**src/rtl/fsrx_pkg.sv**
```systemverilog
package fsrx_pkg;
  localparam int ST_UNDF = 0;
  localparam int ST_OVRN = 1;
  localparam int ST_NUM  = 2;

  typedef logic [1:0] dly_code_t;

  function automatic logic [1:0] dly_clamp(input dly_code_t code);
    return (code == 2'd3) ? 2'd2 : code;
  endfunction
endpackage

```
**src/rtl/fsrx_frame_ctrl.sv**
```systemverilog
module fsrx_frame_ctrl
  import fsrx_pkg::*;
#(
  parameter int WORD_W = 8
) (
  input  logic      clk,
  input  logic      rst_n,
  input  logic      clr,
  input  logic      tick,
  input  logic      fs,
  input  dly_code_t dly,
  output logic      cap,
  output logic      last
);
  localparam int CNT_W = $clog2(WORD_W + 1);
  localparam logic [CNT_W-1:0] LAST_IDX = CNT_W'(WORD_W - 1);
  localparam logic [CNT_W-1:0] FULL_CNT = CNT_W'(WORD_W);

  logic [CNT_W-1:0] bit_cnt_q, bit_cnt_d;
  logic [1:0]       wait_q, wait_d;
  logic             armed_q, armed_d;

  logic             active;
  logic [1:0]       dly_eff;
  logic [CNT_W-1:0] remain;
  logic             accept;
  logic             arm_eff;
  logic [1:0]       wait_eff;

  always_comb begin
    active   = (bit_cnt_q != '0);
    dly_eff  = dly_clamp(dly);
    remain   = FULL_CNT - bit_cnt_q;
    accept   = tick && fs && !armed_q &&
               (!active || (remain <= CNT_W'(dly_eff)));
    arm_eff  = armed_q || accept;
    wait_eff = accept ? dly_eff : wait_q;

    bit_cnt_d = bit_cnt_q;
    wait_d    = wait_q;
    armed_d   = armed_q;
    cap       = 1'b0;
    last      = 1'b0;

    if (tick) begin
      if (active) begin
        cap = 1'b1;
        if (bit_cnt_q == LAST_IDX) begin
          last      = 1'b1;
          bit_cnt_d = '0;
        end else begin
          bit_cnt_d = bit_cnt_q + 1'b1;
        end
      end
      if (arm_eff) begin
        if (wait_eff == 2'd0) begin
          cap       = 1'b1;
          bit_cnt_d = CNT_W'(1);
          armed_d   = 1'b0;
          wait_d    = 2'd0;
        end else begin
          armed_d = 1'b1;
          wait_d  = wait_eff - 2'd1;
        end
      end
    end

    if (clr) begin
      bit_cnt_d = '0;
      wait_d    = 2'd0;
      armed_d   = 1'b0;
      cap       = 1'b0;
      last      = 1'b0;
    end
  end

  always_ff @(posedge clk or negedge rst_n) begin
    if (!rst_n) begin
      bit_cnt_q <= '0;
      wait_q    <= 2'd0;
      armed_q   <= 1'b0;
    end else begin
      bit_cnt_q <= bit_cnt_d;
      wait_q    <= wait_d;
      armed_q   <= armed_d;
    end
  end
endmodule

```
**src/rtl/fsrx_shifter.sv**
```systemverilog
module fsrx_shifter #(
  parameter int WORD_W = 8
) (
  input  logic              clk,
  input  logic              rst_n,
  input  logic              clr,
  input  logic              cap,
  input  logic              din,
  output logic [WORD_W-1:0] word
);
  logic [WORD_W-1:0] sh_q, sh_d;

  always_comb begin
    word = {sh_q[WORD_W-2:0], din};
    sh_d = sh_q;
    if (clr)      sh_d = '0;
    else if (cap) sh_d = word;
  end

  always_ff @(posedge clk or negedge rst_n) begin
    if (!rst_n) sh_q <= '0;
    else        sh_q <= sh_d;
  end
endmodule

```
**src/rtl/fsrx_fifo.sv**
```systemverilog
module fsrx_fifo #(
  parameter int WORD_W = 8,
  parameter int DEPTH  = 2
) (
  input  logic              clk,
  input  logic              rst_n,
  input  logic              clr,
  input  logic              push,
  input  logic [WORD_W-1:0] wdata,
  input  logic              pop,
  output logic [WORD_W-1:0] head,
  output logic              empty,
  output logic              full
);
  localparam int PTR_W = (DEPTH > 1) ? $clog2(DEPTH) : 1;
  localparam int CNT_W = $clog2(DEPTH + 1);
  localparam logic [PTR_W-1:0] LAST_PTR = PTR_W'(DEPTH - 1);

  logic [WORD_W-1:0] mem_q [DEPTH];
  logic [PTR_W-1:0]  wp_q, wp_d, rp_q, rp_d;
  logic [CNT_W-1:0]  cnt_q, cnt_d;
  logic              do_push, do_pop;

  always_comb begin
    empty   = (cnt_q == '0);
    full    = (cnt_q == CNT_W'(DEPTH));
    do_pop  = pop && !empty;
    do_push = push && (!full || do_pop);
    head    = empty ? '0 : mem_q[rp_q];

    wp_d  = wp_q;
    rp_d  = rp_q;
    cnt_d = cnt_q;
    if (do_push) wp_d = (wp_q == LAST_PTR) ? '0 : wp_q + 1'b1;
    if (do_pop)  rp_d = (rp_q == LAST_PTR) ? '0 : rp_q + 1'b1;
    if (do_push && !do_pop)      cnt_d = cnt_q + 1'b1;
    else if (do_pop && !do_push) cnt_d = cnt_q - 1'b1;
    if (clr) begin
      wp_d  = '0;
      rp_d  = '0;
      cnt_d = '0;
    end
  end

  always_ff @(posedge clk or negedge rst_n) begin
    if (!rst_n) begin
      wp_q  <= '0;
      rp_q  <= '0;
      cnt_q <= '0;
    end else begin
      wp_q  <= wp_d;
      rp_q  <= rp_d;
      cnt_q <= cnt_d;
    end
  end

  for (genvar g = 0; g < DEPTH; g++) begin : g_slot
    always_ff @(posedge clk or negedge rst_n) begin
      if (!rst_n)                                   mem_q[g] <= '0;
      else if (do_push && !clr && wp_q == PTR_W'(g)) mem_q[g] <= wdata;
    end
  end
endmodule

```
**src/rtl/fsrx_channel.sv**
```systemverilog
module fsrx_channel
  import fsrx_pkg::*;
#(
  parameter int WORD_W    = 8,
  parameter int BUF_DEPTH = 2
) (
  input  logic              clk,
  input  logic              rst_n,
  input  logic              bit_tick,
  input  logic              ser_fs,
  input  logic              ser_d,
  input  logic [1:0]        dly_sel,
  input  logic              rx_rst,
  input  logic              rd_en,
  output logic [WORD_W-1:0] rd_data,
  output logic              rx_rdy,
  input  logic              st_wr_en,
  input  logic [1:0]        st_wr_data,
  input  logic [1:0]        irq_en,
  output logic [1:0]        status,
  output logic              irq_n
);
  logic [1:0] rst_sync_q;
  logic       rst_n_int;

  always_ff @(posedge clk or negedge rst_n) begin
    if (!rst_n) rst_sync_q <= 2'b00;
    else        rst_sync_q <= {rst_sync_q[0], 1'b1};
  end
  assign rst_n_int = rst_sync_q[1];

  logic              cap, last;
  logic [WORD_W-1:0] word;
  logic              fifo_empty, fifo_full;
  logic              push, pop;

  fsrx_frame_ctrl #(.WORD_W(WORD_W)) u_frame (
    .clk  (clk),
    .rst_n(rst_n_int),
    .clr  (rx_rst),
    .tick (bit_tick),
    .fs   (ser_fs),
    .dly  (dly_sel),
    .cap  (cap),
    .last (last)
  );

  fsrx_shifter #(.WORD_W(WORD_W)) u_shift (
    .clk  (clk),
    .rst_n(rst_n_int),
    .clr  (rx_rst),
    .cap  (cap),
    .din  (ser_d),
    .word (word)
  );

  assign push = last && !rx_rst;
  assign pop  = rd_en && !rx_rst;

  fsrx_fifo #(.WORD_W(WORD_W), .DEPTH(BUF_DEPTH)) u_fifo (
    .clk  (clk),
    .rst_n(rst_n_int),
    .clr  (rx_rst),
    .push (push),
    .wdata(word),
    .pop  (pop),
    .head (rd_data),
    .empty(fifo_empty),
    .full (fifo_full)
  );

  assign rx_rdy = !fifo_empty;

  logic [ST_NUM-1:0] st_q, st_d, st_set, st_clr;

  always_comb begin
    st_set          = '0;
    st_set[ST_UNDF] = rd_en && fifo_empty;
    st_set[ST_OVRN] = push && fifo_full && !(pop && !fifo_empty);
    st_clr          = st_wr_en ? st_wr_data : '0;
    st_d            = (st_q & ~st_clr) | st_set;
  end

  always_ff @(posedge clk or negedge rst_n_int) begin
    if (!rst_n_int) st_q <= '0;
    else            st_q <= st_d;
  end

  assign status = st_q;
  assign irq_n  = ~|(st_q & irq_en);
endmodule

```
**config.mk**
```make
export PLATFORM = sky130hd
export DESIGN_NAME = fsrx_channel
export DESIGN_NICKNAME = d
export VERILOG_FILES = /design/src/rtl/fsrx_pkg.sv /design/src/rtl/fsrx_frame_ctrl.sv /design/src/rtl/fsrx_shifter.sv /design/src/rtl/fsrx_fifo.sv /design/src/rtl/fsrx_channel.sv
export SDC_FILE = /design/constraint.sdc
export NUM_CORES = 1
export LEC_CHECK = 0
export BUFFER_PORTS_ARGS = -buffer_cell sky130_fd_sc_hd__buf_2
export CORE_MARGIN = 2
export CORE_UTILIZATION = 45
export DETAILED_ROUTE_END_ITERATION = 10
export PLACE_DENSITY = 0.63
export RECOVER_POWER = 50
export SYNTH_ARGS = -nofsm -noshare
export SYNTH_HDL_FRONTEND = slang
export SYNTH_HIERARCHICAL = 1
export SYNTH_SLANG_ARGS = --single-unit
```
**constraint.sdc**
```tcl
create_clock -name clk -period 1.15 [get_ports clk]
set_input_delay 0.23 -clock clk [delete_from_list [all_inputs] [get_ports clk]]
set_output_delay 0.23 -clock clk [all_outputs]
set_load 0.05 [all_outputs]
```
* Yosys cells after proc, flatten, opt, wreduce, memory -nomap -nowiden
Index checks and enable logic that the tools add are counted.
** Word-level totals
- Register bits :: 38
- Output and inout port bits :: 12
- Input bits :: 14
** Operators by class
- Add/sub/neg operators :: 7
- Muxes and demuxes :: 41
- Bitwise logic cells :: 6
- Equal/unequal tests :: 3
- Reductions and logical operators :: 37
- Magnitude comparators :: 2
** Operators with widths (number)
- 8-bit two-way mux :: 4
- 4-bit two-way mux :: 6
- 2-bit two-way mux :: 10
- 1-bit two-way mux :: 19
- 1-bit logical AND :: 15
- 7-bit two-way mux :: 2
- 2-bit nonzero test :: 5
- 1-bit zero test :: 8
- 4-bit by 1-bit adder with 4-bit output, second input constant :: 1
- 2-bit bitwise AND :: 2
- 2-bit == test, second input constant :: 2
- 4-bit by 3-bit == test with 1-bit output, second input constant :: 1
- 4-bit by 2-bit <= comparator with 1-bit output :: 1
- 2-bit zero test :: 2
- 4-bit nonzero test :: 1
- 2-bit by 1-bit subtractor with 2-bit output, second input constant :: 2
- 4-bit subtractor, first input constant :: 1
- 1-bit logical OR :: 3
- 3-bit nonzero test :: 1
- 1-bit adder, second input constant :: 2
- 2-bit by 1-bit adder with 2-bit output, second input constant :: 1
- 2-bit greater-or-equal comparator, second input constant :: 1
- 1-bit inverter with 2-bit output :: 1
- 2-bit inverter :: 1
- other kinds (4) :: 4

* Logic depth before layout (Yosys ltp)
Gate-level depths: netlist of run 1.
- Depth after elaboration :: 13
- Mapped depth :: 11
- Gate-level depth less buffers :: 10

* Modules after synthesis
Netlist of run 1, hierarchy kept.
** By module, submodules not included
- fsrx_fifo :: cells each 80, instances 1, sequential area each 500.5 um2, area an instance 998.5 um2
- fsrx_frame_ctrl :: cells each 70, instances 1, sequential area each 175.2 um2, area an instance 558.0 um2
- fsrx_shifter :: cells each 23, instances 1, sequential area each 175.2 um2, area an instance 290.3 um2
- fsrx_channel :: cells each 14, instances 1, sequential area each 100.1 um2, area an instance 163.9 um2

* Least setup slack after synthesis of run 1
OpenSTA, ideal clock, no wires.
- Path kind :: register to register
- Start point :: reg u_frame.bit_cnt_q[0]
- End point :: reg u_shift.sh_q[0]
- Arrival :: 2.218 ns
- Library setup time :: 0.118 ns
- Cell stages (with the launch flop) :: 12
- Period minus slack after synthesis :: 2.337 ns
- Data required time :: 1.032 ns
- Path slack :: -1.187 ns
- Buffers on the path :: 1
- Path through :: dfrtp_1 > inv_1 > ha_1 > ha_1 > nor2b_1 > a2bb2oi_1 > o21bai_2 > a21oi_1 > a21oi_1 > buf_6 > mux2i_1 > nor2_1
** On the way
- Word-level cells in the longest chain between the ends :: 11
- Elaborated cells on any way between the ends :: 15
- Classes of those cells :: add/sub (1); order compare (1); mux (6); reduce/logical (7)
** Ends and longest elaborated chain
- start, declared :: RTL line fsrx_frame_ctrl.sv:19 : logic [CNT_W-1:0] bit_cnt_q, bit_cnt_d;
- start signal, assigned :: RTL line fsrx_frame_ctrl.sv:83 : bit_cnt_q <= bit_cnt_d;
- 4-bit subtractor or 4-bit nonzero test (tied branches) :: RTL line fsrx_frame_ctrl.sv:33, fsrx_frame_ctrl.sv:31
- 4-bit by 2-bit <= comparator with 1-bit output or 1-bit zero test (tied branches) :: RTL line fsrx_frame_ctrl.sv:35 : (!active || (remain <= CNT_W'(dly_eff)));
- 1-bit logical OR :: RTL line fsrx_frame_ctrl.sv:35
- 1-bit logical AND :: RTL line fsrx_frame_ctrl.sv:34 : accept = tick && fs && !armed_q &&
- 2-bit two-way mux :: RTL line fsrx_frame_ctrl.sv:37 : wait_eff = accept ? dly_eff : wait_q;
- 2-bit zero test :: RTL line fsrx_frame_ctrl.sv:56 : if (wait_eff == 2'd0) begin
- 1-bit two-way mux :: RTL line fsrx_frame_ctrl.sv:56
- 1-bit two-way mux * :: RTL line fsrx_frame_ctrl.sv:55 : if (arm_eff) begin
- 1-bit two-way mux * :: RTL line fsrx_frame_ctrl.sv:45 : if (tick) begin
- 1-bit two-way mux * :: RTL line fsrx_frame_ctrl.sv:68 : if (clr) begin
- named net cap :: RTL line fsrx_channel.sv:32 : logic cap, last;
- 2-bit nonzero test (no source line) *
- end signal, assigned :: RTL line fsrx_shifter.sv:21 : if (!rst_n) sh_q <= '0;
- end signal, assigned :: RTL line fsrx_shifter.sv:22 : else sh_q <= sh_d;
- end, declared :: RTL line fsrx_shifter.sv:11 : logic [WORD_W-1:0] sh_q, sh_d;
Mark *: on every way through the listed nets, which the timed path passes. The rest lies on a longest branch.
A chain may end at the register's enable or synchronous reset.

* Worst setup path after layout of run 1
- Start point :: reg u_frame.bit_cnt_q[0]
- End point :: reg u_shift.sh_q[1]
Same word-level chain as after synthesis.

==> results of run 1 <==
routing by layer:
layer | GRT usage, % | wire [um] | part of all wire [%] | up-vias
li1 | - | - | - | 796
met4 | 8.18 | 70 | 1.4 | 0
met5 | 0 | 0 | 0 | -
met2 | 37.5 | 2730 | 55 | 30
met1 | 25.8 | 2050 | 41 | 801
met3 | 4.42 | 136 | 2.7 | 6
area by class of cell:
class,instances,share of cell area (%)
Clock buffer,6,2.70
Clock inverter,1,0.980
Inverter,7,0.940
Multi-Input combinational cell,135,41.5
Sequential cell,38,31.1
Tap cell,52,2.12
Timing Repair Buffer,70,20.7
repair_timing:
action	CTS	global route
buffers inserted	12	0
resized for setup	47	18
endpoints found under the setup margin	46	48
hold buffers	1	0
endpoints found under the hold margin	2	0
gates cloned	2	0
pin swaps	22	12
metrics by stage:
stage                     instances  hold slack, ns  setup WS, ns
after detailed placement        290          0.0163         -1.20
after global placement          290          0.0138         -1.09
after floorplan                 187         -0.0656        -0.979
after CTS                       310           0.193        -0.966
after global routing            309           0.196         -1.08
final                           309           0.200        -0.974
registers in the layout, summed over array words and instances (netlist names):
signal / cells
u_frame/armed_q: 1
u_shift/sh_q: 7
u_fifo/rp_q: 1
u_fifo/wp_q: 1
status: 2
u_frame/wait_q: 2
u_frame/bit_cnt_q: 4
rst_sync_q: 2
u_fifo/cnt_q: 2
u_fifo/mem_q: 16
worst max-delay path: stages, from the launching register on:
cell and delay (ns):
dfrtp_1 0.39, inv_2 0.08, ha_4 0.21, ha_4 0.22, nor2b_4 0.12, a2bb2oi_2 0.12, o21bai_2 0.19, a21oi_2 0.11
a21oi_4 0.15, buf_12 0.14, mux2i_2 0.21, nor2_1 0.06
cells by family (layout without fill, tap and decap cells):
family | after synthesis | in the layout | synth area share (%)
xor gates and xnor gates | 1 | 1 | 0.436
adders and majority gates | 4 | 4 | 2.49
buffers and inverters | 15 | 84 | 4.54
and+or+nand+nor | 70 | 71 | 18.4
muxes | 31 | 31 | 17.9
AOI/OAI and AO/OA | 27 | 27 | 8.77
DFF | 38 | 38 | 47.3
other | 1 | 1 | 0.187
cell usage in the layout, fill, tap and decap left out, drive strengths merged, types with 2 or more instances in the layout:
cell type	instances
a31oi	2
nor3	4
ha	4
o21ai	6
mux2i	15
nand3	5
buf	66
or4	2
nand2	8
inv	7
nand2b	7
nor2	28
nor3b	2
a21oi	9
nor2b	8
dfrtp	38
mux2	16
clkbuf	9
power by group:
part	total [uW]	switching, uW	internal, uW
logic	509	253	255
clock network	1150	460	694
registers	1370	15.6	1360
final timing paths:
path,start,slack (ns),to
hold reg to reg,rst_sync_q[1]$_DFF_PN0_,0.32,u_frame/wait_q[0]$_DFFE_PN0P_
setup / recovery,u_frame/bit_cnt_q[0]$_DFFE_PN0P_,-0.97,u_shift/sh_q[1]$_DFFE_PN0P_
hold / removal,ser_d,0.20,u_fifo/mem_q[8]$_DFFE_PN0P_
max in group asynchronous,rst_sync_q[1]$_DFF_PN0_,0.46,status[0]$_DFF_PN0_
setup reg to reg,u_frame/bit_cnt_q[0]$_DFFE_PN0P_,-0.97,u_shift/sh_q[1]$_DFFE_PN0P_
min in group asynchronous,rst_n,0.25,rst_sync_q[0]$_DFF_PN0_
==> results.py, run 1 <==
metrics = {
    "global_routing": {
        "grt_max_degree": 37,
        "track_usage_pct": 21.4,
        "grt_pass1_vias": 1703,
        "antenna_found_initial": 0,
        "grt_pass1_wl_um": 8320,
        "grt_overflow_total": 0,
    },
    "placed_design": {
        "port-buffer-count": 25,
        "dpl.hpwl_um": 3140,
        "gp_congestion": 0.784,
        "placed_cell_area_um2": 2610,
    },
    "power_and_ir_drop": {
        "vdd_drop_max_mv": 0.469,
        "p_per_area_nw_per_um2": 990,
        "p_total_uw": 3030,
        "cellLeakagePower_uw": 0.00134,
    },
    "yosys": {
        "synth_area_um2": 2010,
        "ys_ff_latch": 38,
        "synth-seq-area-share_pct": 47.3,
        "synthArstFlopShare_pct": 100,
        "synth_most_common_cell": "dfrtp_1",
        "ys_warn_count": 6,
        "synth.avg_cell_area_um2": 10.8,
        "yosysUniqueCellTypes": 42,
        "syn_nets": 205,
        "synth_common_cells": "dfrtp_1, nor2_1, mux2i_1",
        "synth_enable_flop_cells": 0,
        "synthDominantCellAreaShare_pct": 47.3,
        "synth.largest_area_cell": "dfrtp_1",
        "ys_top_cells_by_area": "dfrtp_1, mux2i_1, mux2_4",
        "synthCells": 187,
        "synthFlopType": "dfrtp_1",
    },
    "die": {
        "row_count": 24,
        "die_h_um": 70.8,
        "die_w_um": 70.8,
        "io_pins": 26,
        "start_util_pct": 46.5,
        "die_area_um2": 5020,
        "core_um2": 4320,
    },
    "sta": {
        "timing.final.crit_share_pct": 185,
        "rsz0062_at_grt": "true",
        "fin_worst_skew_ns": 0.00447,
        "worst_pin_slew_ns": 0.502,
        "setup-violations-final": 45,
        "hold_viol": 0,
        "fin_setup_tns_ns": -33.72,
        "setup_ws_ns": -0.974,
        "max_freq_ghz": 0.471,
        "max_slew_margin_pct": 66.5,
        "fin_crit_ns": 2.12,
        "final_max_slew_viol_count": 0,
    },
    "worst_setup_path": {
        "required_ns": 1.32,
        "critPathMaxFanout": 7,
        "worstRegToRegCells": 11,
        "critPathKind": "reg -> reg",
        "worstSetupEndpointType": "flop",
        "start_kind": "flop",
        "cp.arrival_ns": 2.30,
    },
    "drt": {
        "drt_iter0_markers": 77,
        "ant_nets": 0,
        "num_vias": 1633,
        "viasPerCell": 5.28,
        "wl_um": 4980,
        "detail_route.first_pass.iterations": 4,
        "wl_per_cell_um": 16.1,
        "remaining_drc_errors": 0,
    },
    "run": {
        "drv_cap": 0,
    },
    "finish": {
        "multi_input_area_um2": 1270,
        "area_delta_synth_final_pct": 52.3,
        "design_area_um2": 3060,
        "finalNetCount": 275,
        "ff_latch_area_um2": 953,
        "diodes": 0,
        "layout-drive-gt1-share_pct": 54.1,
        "n_fill_cell": 316,
        "fin_util_pct": 70.8,
    },
    "clock_tree": {
        "numCtsBuffers": 5,
        "clk_latency_ns": 0.29,
        "h-tree-depth": 2,
        "tritoncts": "yes",
        "cts.sink_count": 38,
        "cts_root_buffer": "clkbuf_8",
        "clk_pin_slew_worst_paths_ns": 0.07,
        "cts.path.max_buffers": 2,
    },
    "outcome": {
        "violations": "setup timing",
        "status": "complete, but fails checks",
    },
    "min_path": {
        "holdPathStages": 2,
        "hp-class": "in -> reg",
    },
}
(Power assumes the default switching activity.)
==> run 2, diff against run 1 <==
--- a/config.mk
+++ b/config.mk
@@ -6,7 +6,6 @@
 export NUM_CORES = 1
 export LEC_CHECK = 0
 export BUFFER_PORTS_ARGS = -buffer_cell sky130_fd_sc_hd__buf_2
-export CORE_MARGIN = 2
 export CORE_UTILIZATION = 45
 export DETAILED_ROUTE_END_ITERATION = 10
 export PLACE_DENSITY = 0.63
==> constraint.sdc (replaced) <==
create_clock -name clk -period 1.8 [get_ports clk]
set_input_delay 0.36 -clock clk [delete_from_list [all_inputs] [get_ports clk]]
set_output_delay 0.36 -clock clk [all_outputs]
set_load 0.05 [all_outputs]
==> run 2 against run 1 <==
  * The run still ends with setup timing left
  * First-iteration DRC count rose by 21%
  * Routed wire length is 0.50% lower
  * Die area fell by 5.6%
  * Global-route usage up 0.85 points
  * Hold slack improved by 0.13 ns
  * Clock power shrank 46%
  * Maximum frequency down 1.3%
  * Sequential power is 36% lower
  * Cell count is 1.6% lower
  * Largest power group unchanged
==> results.py, run 2 (synthesized netlist as in run 1, its figures left out) <==
metrics = {
    "clock_tree": {
        "cts_root_buffer": "clkbuf_8",
        "cts.sink_count": 38,
        "clk_latency_ns": 0.30,
        "clk_pin_slew_worst_paths_ns": 0.08,
        "numCtsBuffers": 5,
        "cts.path.max_buffers": 2,
        "h-tree-depth": 2,
        "tritoncts": "yes",
    },
    "worst_setup_path": {
        "cp_num_cells": 11,
        "critPathLaunch": "u_frame/bit_cnt_q[0]$_DFFE_PN0P_",
        "critPathTopFamily": "compound AO/OA/AOI/OAI gates",
        "worstRegToRegCells": 11,
        "required_ns": 1.98,
        "start_kind": "flop",
        "reg2reg_from": "u_frame/bit_cnt_q[0]$_DFFE_PN0P_",
        "cpPeakStageDelay_ns": 0.38,
        "critPathMaxFanout": 7,
        "worstPathCellList": "inv_2, ha_4, ha_4, nor2b_4, a2bb2oi_2, o21bai_2, a21oi_2, a21oi_4, buf_12, mux2i_1, nor2_1",
        "crit_buf_inv": 2,
        "path_common_cell": "ha_4",
        "slowest_stage": "dfrtp_1",
        "worstSetupEndpointType": "flop",
        "cp.arrival_ns": 2.33,
        "critPathKind": "reg -> reg",
    },
    "min_path": {
        "hold_path.startpoint": "ser_d",
        "hp-class": "in -> reg",
        "holdPathStages": 2,
    },
    "sta": {
        "timing.final.crit_share_pct": 120,
        "hold_viol": 0,
        "rsz0062_at_grt": "true",
        "fin_setup_tns_ns": -8.76,
        "max_slew_margin_pct": 40.1,
        "fin_worst_skew_ns": 0.00554,
        "setup-violations-final": 33,
        "max_freq_ghz": 0.464,
        "hold_ws_ns": 0.326,
        "final_max_slew_viol_count": 0,
        "setup_ws_ns": -0.353,
        "fin_crit_ns": 2.15,
        "worst_pin_slew_ns": 0.899,
    },
    "run": {
        "drv_cap": 0,
    },
    "finish": {
        "finalNetCount": 271,
        "layout-drive-gt1-share_pct": 53.1,
        "largest_reg_flops": 16,
        "top_regs": "u_fifo/mem_q (16), u_shift/sh_q (7), u_frame/bit_cnt_q (4)",
        "fin_util_pct": 68.9,
        "diodes": 0,
        "mostFrequentLayoutCell": "dfrtp_1",
        "final_cell_mix": "dfrtp_1, buf_4, buf_2",
        "regMostFlops": "u_fifo/mem_q",
        "area_delta_synth_final_pct": 42.0,
    },
    "drt": {
        "remaining_drc_errors": 0,
        "wl_per_cell_um": 16.3,
        "num_vias": 1633,
        "detail_route.first_pass.iterations": 6,
        "wl_um": 4960,
        "ant_nets": 0,
        "drt_iter0_markers": 93,
        "viasPerCell": 5.37,
    },
    "placed_design": {
        "port-buffer-count": 25,
        "preCtsSetupSlack_ns": -0.521,
        "dpl.hpwl_um": 3030,
        "gp_congestion": 0.823,
    },
    "die": {
        "row_count": 23,
        "io_pins": 26,
        "die_h_um": 68.8,
        "die_area_um2": 4740,
        "core_um2": 4140,
        "die_w_um": 68.8,
        "start_util_pct": 48.5,
    },
    "power_and_ir_drop": {
        "cellLeakagePower_uw": 0.00128,
        "p_per_area_nw_per_um2": 646,
        "vdd_drop_max_mv": 0.282,
    },
    "global_routing": {
        "grt_overflow_total": 0,
        "grt_max_degree": 37,
        "grt_pass1_wl_um": 7480,
        "track_usage_pct": 22.2,
        "antenna_found_initial": 0,
        "grt_pass1_vias": 1635,
    },
    "outcome": {
        "violations": "setup timing",
        "status": "complete, but fails checks",
    },
}
[run 2: path summary, 6_finish.rpt]
kind                                               end  slack (ns)
hold reg to reg                rst_sync_q[1]$_DFF_PN0_        0.38
min in group asynchronous      rst_sync_q[0]$_DFF_PN0_        0.39
hold / removal             u_fifo/mem_q[8]$_DFFE_PN0P_        0.33
setup / recovery           u_shift/sh_q[1]$_DFFE_PN0P_       -0.35
setup reg to reg           u_shift/sh_q[1]$_DFFE_PN0P_       -0.35
max in group asynchronous  u_fifo/cnt_q[0]$_DFFE_PN0P_        0.73
[run 2: timing repair]
action	in CTS	in global routing
endpoints found under the setup margin	40	43
hold buffers	1	0
buffers inserted	12	5
hold endpoints to repair	2	0
pin swaps	18	16
cloned	1	1
resized for setup	28	26
[run 2: layer usage]
layer | share of wire (%) | vias to the layer above | GRT usage [%]
met5 | 0 | - | 0
li1 | - | 780 | -
met4 | 1.1 | 0 | 8.42
met3 | 2.6 | 5 | 5.43
met2 | 53 | 23 | 39.2
met1 | 43 | 825 | 25.7
[run 2: layout make-up]
type	instances	area [um2]
inverter	7	26.3
timing repair buffer	66	497
clock inverter	2	12.5
tap	50	62.6
clock buffer	6	82.6
multi-input combinational	135	1220
fill	309	1290
sequential	38	953
[run 2: stage by stage]
stage,area [um2],instances,power (uW)
after global routing,2860,304,1920
final,2860,304,1840
after global placement,2440,279,1130
after floorplan,2120,187,1040
after detailed placement,2440,279,1140
after CTS,2770,300,1830
[run 2: power breakdown]
part	total, uW	switching, uW	internal, uW
sequential	879	13.3	866
clock	623	315	308
combinational	343	169	174
total	1840	497	1350
[run 2: worst reg2reg max path, delay by kind of cell, from the launching register on]
| family | cells | cell delay, ns |
|---|---|---|
| compound gates | 4 | 0.60 |
| fa+ha+maj | 2 | 0.47 |
| buf+inv | 2 | 0.20 |
| flops | 1 | 0.38 |
| mux | 1 | 0.19 |
| simple gates | 2 | 0.19 |
==> run 3, diff against run 2 <==
--- a/config.mk
+++ b/config.mk
@@ -6,6 +6,7 @@
 export NUM_CORES = 1
 export LEC_CHECK = 0
 export BUFFER_PORTS_ARGS = -buffer_cell sky130_fd_sc_hd__buf_2
+export CORE_ASPECT_RATIO = 1.4
 export CORE_UTILIZATION = 45
 export DETAILED_ROUTE_END_ITERATION = 10
 export PLACE_DENSITY = 0.63
==> run 3 against run 2 <==
  * Non-clock buffer count down 5
  * Hold slack better by 0.0099 ns
  * Sequential share of layout area rose by 0.76 points
  * Critical path depth up 1
  * Cell area fell by 2.4%
  * Worst setup slack lost 0.078 ns
  * Die area is essentially flat
  * Highest routed layer unchanged
  * Global-route usage decreased by 0.26 points
  * The run still ends with setup timing left
==> results.py, run 3 (synthesized netlist as in run 1, its figures left out) <==
metrics = {
    "sta": {
        "timing.final.crit_share_pct": 124,
        "worst_pin_slew_ns": 0.913,
        "fin_crit_ns": 2.23,
        "setup-violations-final": 31,
        "hold_viol": 0,
        "final_max_slew_viol_count": 0,
        "max_freq_ghz": 0.448,
        "fin_worst_skew_ns": 0.00420,
        "setup_ws_ns": -0.431,
        "max_slew_margin_pct": 39.2,
        "fin_setup_tns_ns": -9.18,
        "rsz0062_at_grt": "true",
    },
    "clock_tree": {
        "cts_root_buffer": "clkbuf_8",
        "cts.path.max_buffers": 2,
        "clk_pin_slew_worst_paths_ns": 0.08,
        "h-tree-depth": 2,
        "tritoncts": "yes",
        "numCtsBuffers": 5,
        "clk_latency_ns": 0.29,
        "cts.sink_count": 38,
    },
    "drt": {
        "drt_iter0_markers": 59,
        "num_vias": 1629,
        "wl_um": 4750,
        "ant_nets": 0,
        "wl_per_cell_um": 15.4,
        "detail_route.first_pass.iterations": 4,
        "viasPerCell": 5.27,
        "remaining_drc_errors": 0,
    },
    "global_routing": {
        "antenna_found_initial": 0,
        "track_usage_pct": 22.0,
        "grt_pass1_wl_um": 7730,
        "grt_max_degree": 37,
        "grt_overflow_total": 0,
        "grt_pass1_vias": 1684,
    },
    "placed_design": {
        "gp_congestion": 0.756,
        "port-buffer-count": 25,
        "dpl.hpwl_um": 3200,
    },
    "finish": {
        "regMostFlops": "u_fifo/mem_q",
        "mostFrequentLayoutCell": "dfrtp_1",
        "area_delta_synth_final_pct": 38.6,
        "top_regs": "u_fifo/mem_q (16), u_shift/sh_q (7), u_frame/bit_cnt_q (4)",
        "diodes": 0,
        "largest_reg_flops": 16,
        "finalNetCount": 266,
        "fin_util_pct": 65.8,
        "final_cell_mix": "dfrtp_1, buf_4, buf_2",
        "layout-drive-gt1-share_pct": 50.2,
    },
    "power_and_ir_drop": {
        "combPwrFrac_pct": 19.1,
        "vdd_drop_max_mv": 0.412,
        "p_int_uw": 1350,
        "clkPwrFrac_pct": 33.4,
        "p_sw_share_pct": 26.8,
        "p_per_area_nw_per_um2": 663,
        "cellLeakagePower_uw": 0.00125,
        "p_seq_share_pct": 47.5,
        "switchingPower_uw": 495,
    },
    "min_path": {
        "hp-class": "in -> reg",
    },
    "worst_setup_path": {
        "critPathTopFamily": "compound AO/OA/AOI/OAI gates",
        "cp.arrival_ns": 2.41,
        "worstRegToRegCells": 12,
        "worstPathCellList": "inv_2, ha_4, ha_4, nor2b_4, a2bb2oi_2, o21bai_2, buf_4, a21oi_4, a21oi_4, buf_12, mux2i_1, nor2_1",
        "critPathMaxFanout": 7,
        "worstSetupEndpointType": "flop",
        "critPathKind": "reg -> reg",
        "cpPeakStageDelay_ns": 0.39,
        "reg2reg_from": "u_frame/bit_cnt_q[0]$_DFFE_PN0P_",
        "crit_buf_inv": 3,
        "cp-endpoint": "u_shift/sh_q[5]$_DFFE_PN0P_",
        "worstReg2RegEnd": "u_shift/sh_q[5]$_DFFE_PN0P_",
        "slowest_stage": "dfrtp_1",
        "start_kind": "flop",
        "cp_num_cells": 12,
        "required_ns": 1.98,
        "r2r_slack_ns": -0.43,
        "critPathLaunch": "u_frame/bit_cnt_q[0]$_DFFE_PN0P_",
    },
    "die": {
        "start_util_pct": 47.4,
        "io_pins": 26,
        "die_h_um": 81.1,
        "row_count": 28,
        "die_area_um2": 4740,
        "die_w_um": 58.5,
        "core_um2": 4240,
    },
    "run": {
        "drv_cap": 0,
    },
    "outcome": {
        "status": "complete, but fails checks",
        "violations": "setup timing",
    },
}
run 3: cell types whose count changed in the layout (fill, tap and decap cells not counted), moves of 2 or more:
cell	delta
buf_4	-7
a21oi_1	+2
buf_2	+4
o21ai_2	-2
a21oi_2	-3
run 3: worst min path at each step:
stage,startpoint,end,slack [ns],cells past startpoint
floorplan,rst_n,rst_sync_q[0]$_DFF_PN0_,0.06,0
global placement,rst_n,rst_sync_q[0]$_DFF_PN0_,0.14,1
detailed placement,rst_n,rst_sync_q[0]$_DFF_PN0_,0.15,1
CTS,rst_sync_q[1]$_DFF_PN0_,u_fifo/mem_q[11]$_DFFE_PN0P_,0.31,1
global route,ser_d,u_fifo/mem_q[8]$_DFFE_PN0P_,0.34,2
finish,rd_en,status[0]$_DFF_PN0_,0.34,2
run 3: power by group through the flow:
stage               registers [uW]  logic (uW)  clock network (uW)
CTS                            876         326                 628
floorplan                      910         127                   0
global placement               892         236                   0
detailed placement             893         247                   0
global route                   879         381                 664
finish                         878         353                 617
run 3: metrics by stage:
step | std cells | total power [uW] | worst slack (ns) | area, um2 | hold slack, ns
detailed placement | 291 | 1140 | -0.524 | 2450 | 0.147
floorplan | 187 | 1040 | -0.329 | 2120 | 0.0644
finish | 309 | 1850 | -0.431 | 2790 | 0.336
CTS | 307 | 1830 | -0.366 | 2720 | 0.311
global placement | 291 | 1130 | -0.437 | 2450 | 0.145
global route | 309 | 1920 | -0.508 | 2790 | 0.339
run 3: worst register-to-register path, stage by stage, from the launching register on:
cell and delay [ns]:
dfrtp_1 0.39, inv_2 0.08, ha_4 0.21, ha_4 0.27, nor2b_4 0.14, a2bb2oi_2 0.18, o21bai_2 0.10, buf_4 0.15
a21oi_4 0.16, a21oi_4 0.08, buf_12 0.14, mux2i_1 0.16, nor2_1 0.06
run 3: final cells by class:
type | instances | area (um2)
tap | 60 | 75.1
clock inverter | 2 | 12.5
multi-input combinational | 135 | 1200
inverter | 7 | 26.3
sequential | 38 | 952
clock buffer | 6 | 82.6
timing repair buffer | 61 | 437
fill | 348 | 1450
run 3: layer usage:
metal	share of wire, %	global-route usage [%]	vias to the layer above
met5	0	0	-
met4	2.0	9.52	0
met3	2.8	4.62	10
met2	55	40.3	32
met1	40	24.0	805
li1	-	-	782
run 3: repair_timing:
| item | 4_1_cts | 5_1_grt |
|---|---|---|
| setup buffers | 6 | 2 |
| gates resized for setup | 21 | 17 |
| cloned | 1 | 1 |
| endpoints found under the setup margin | 37 | 42 |
| pin swaps | 13 | 6 |
| endpoints found under the hold margin | 2 | 0 |
| hold buffers | 1 | 0 |
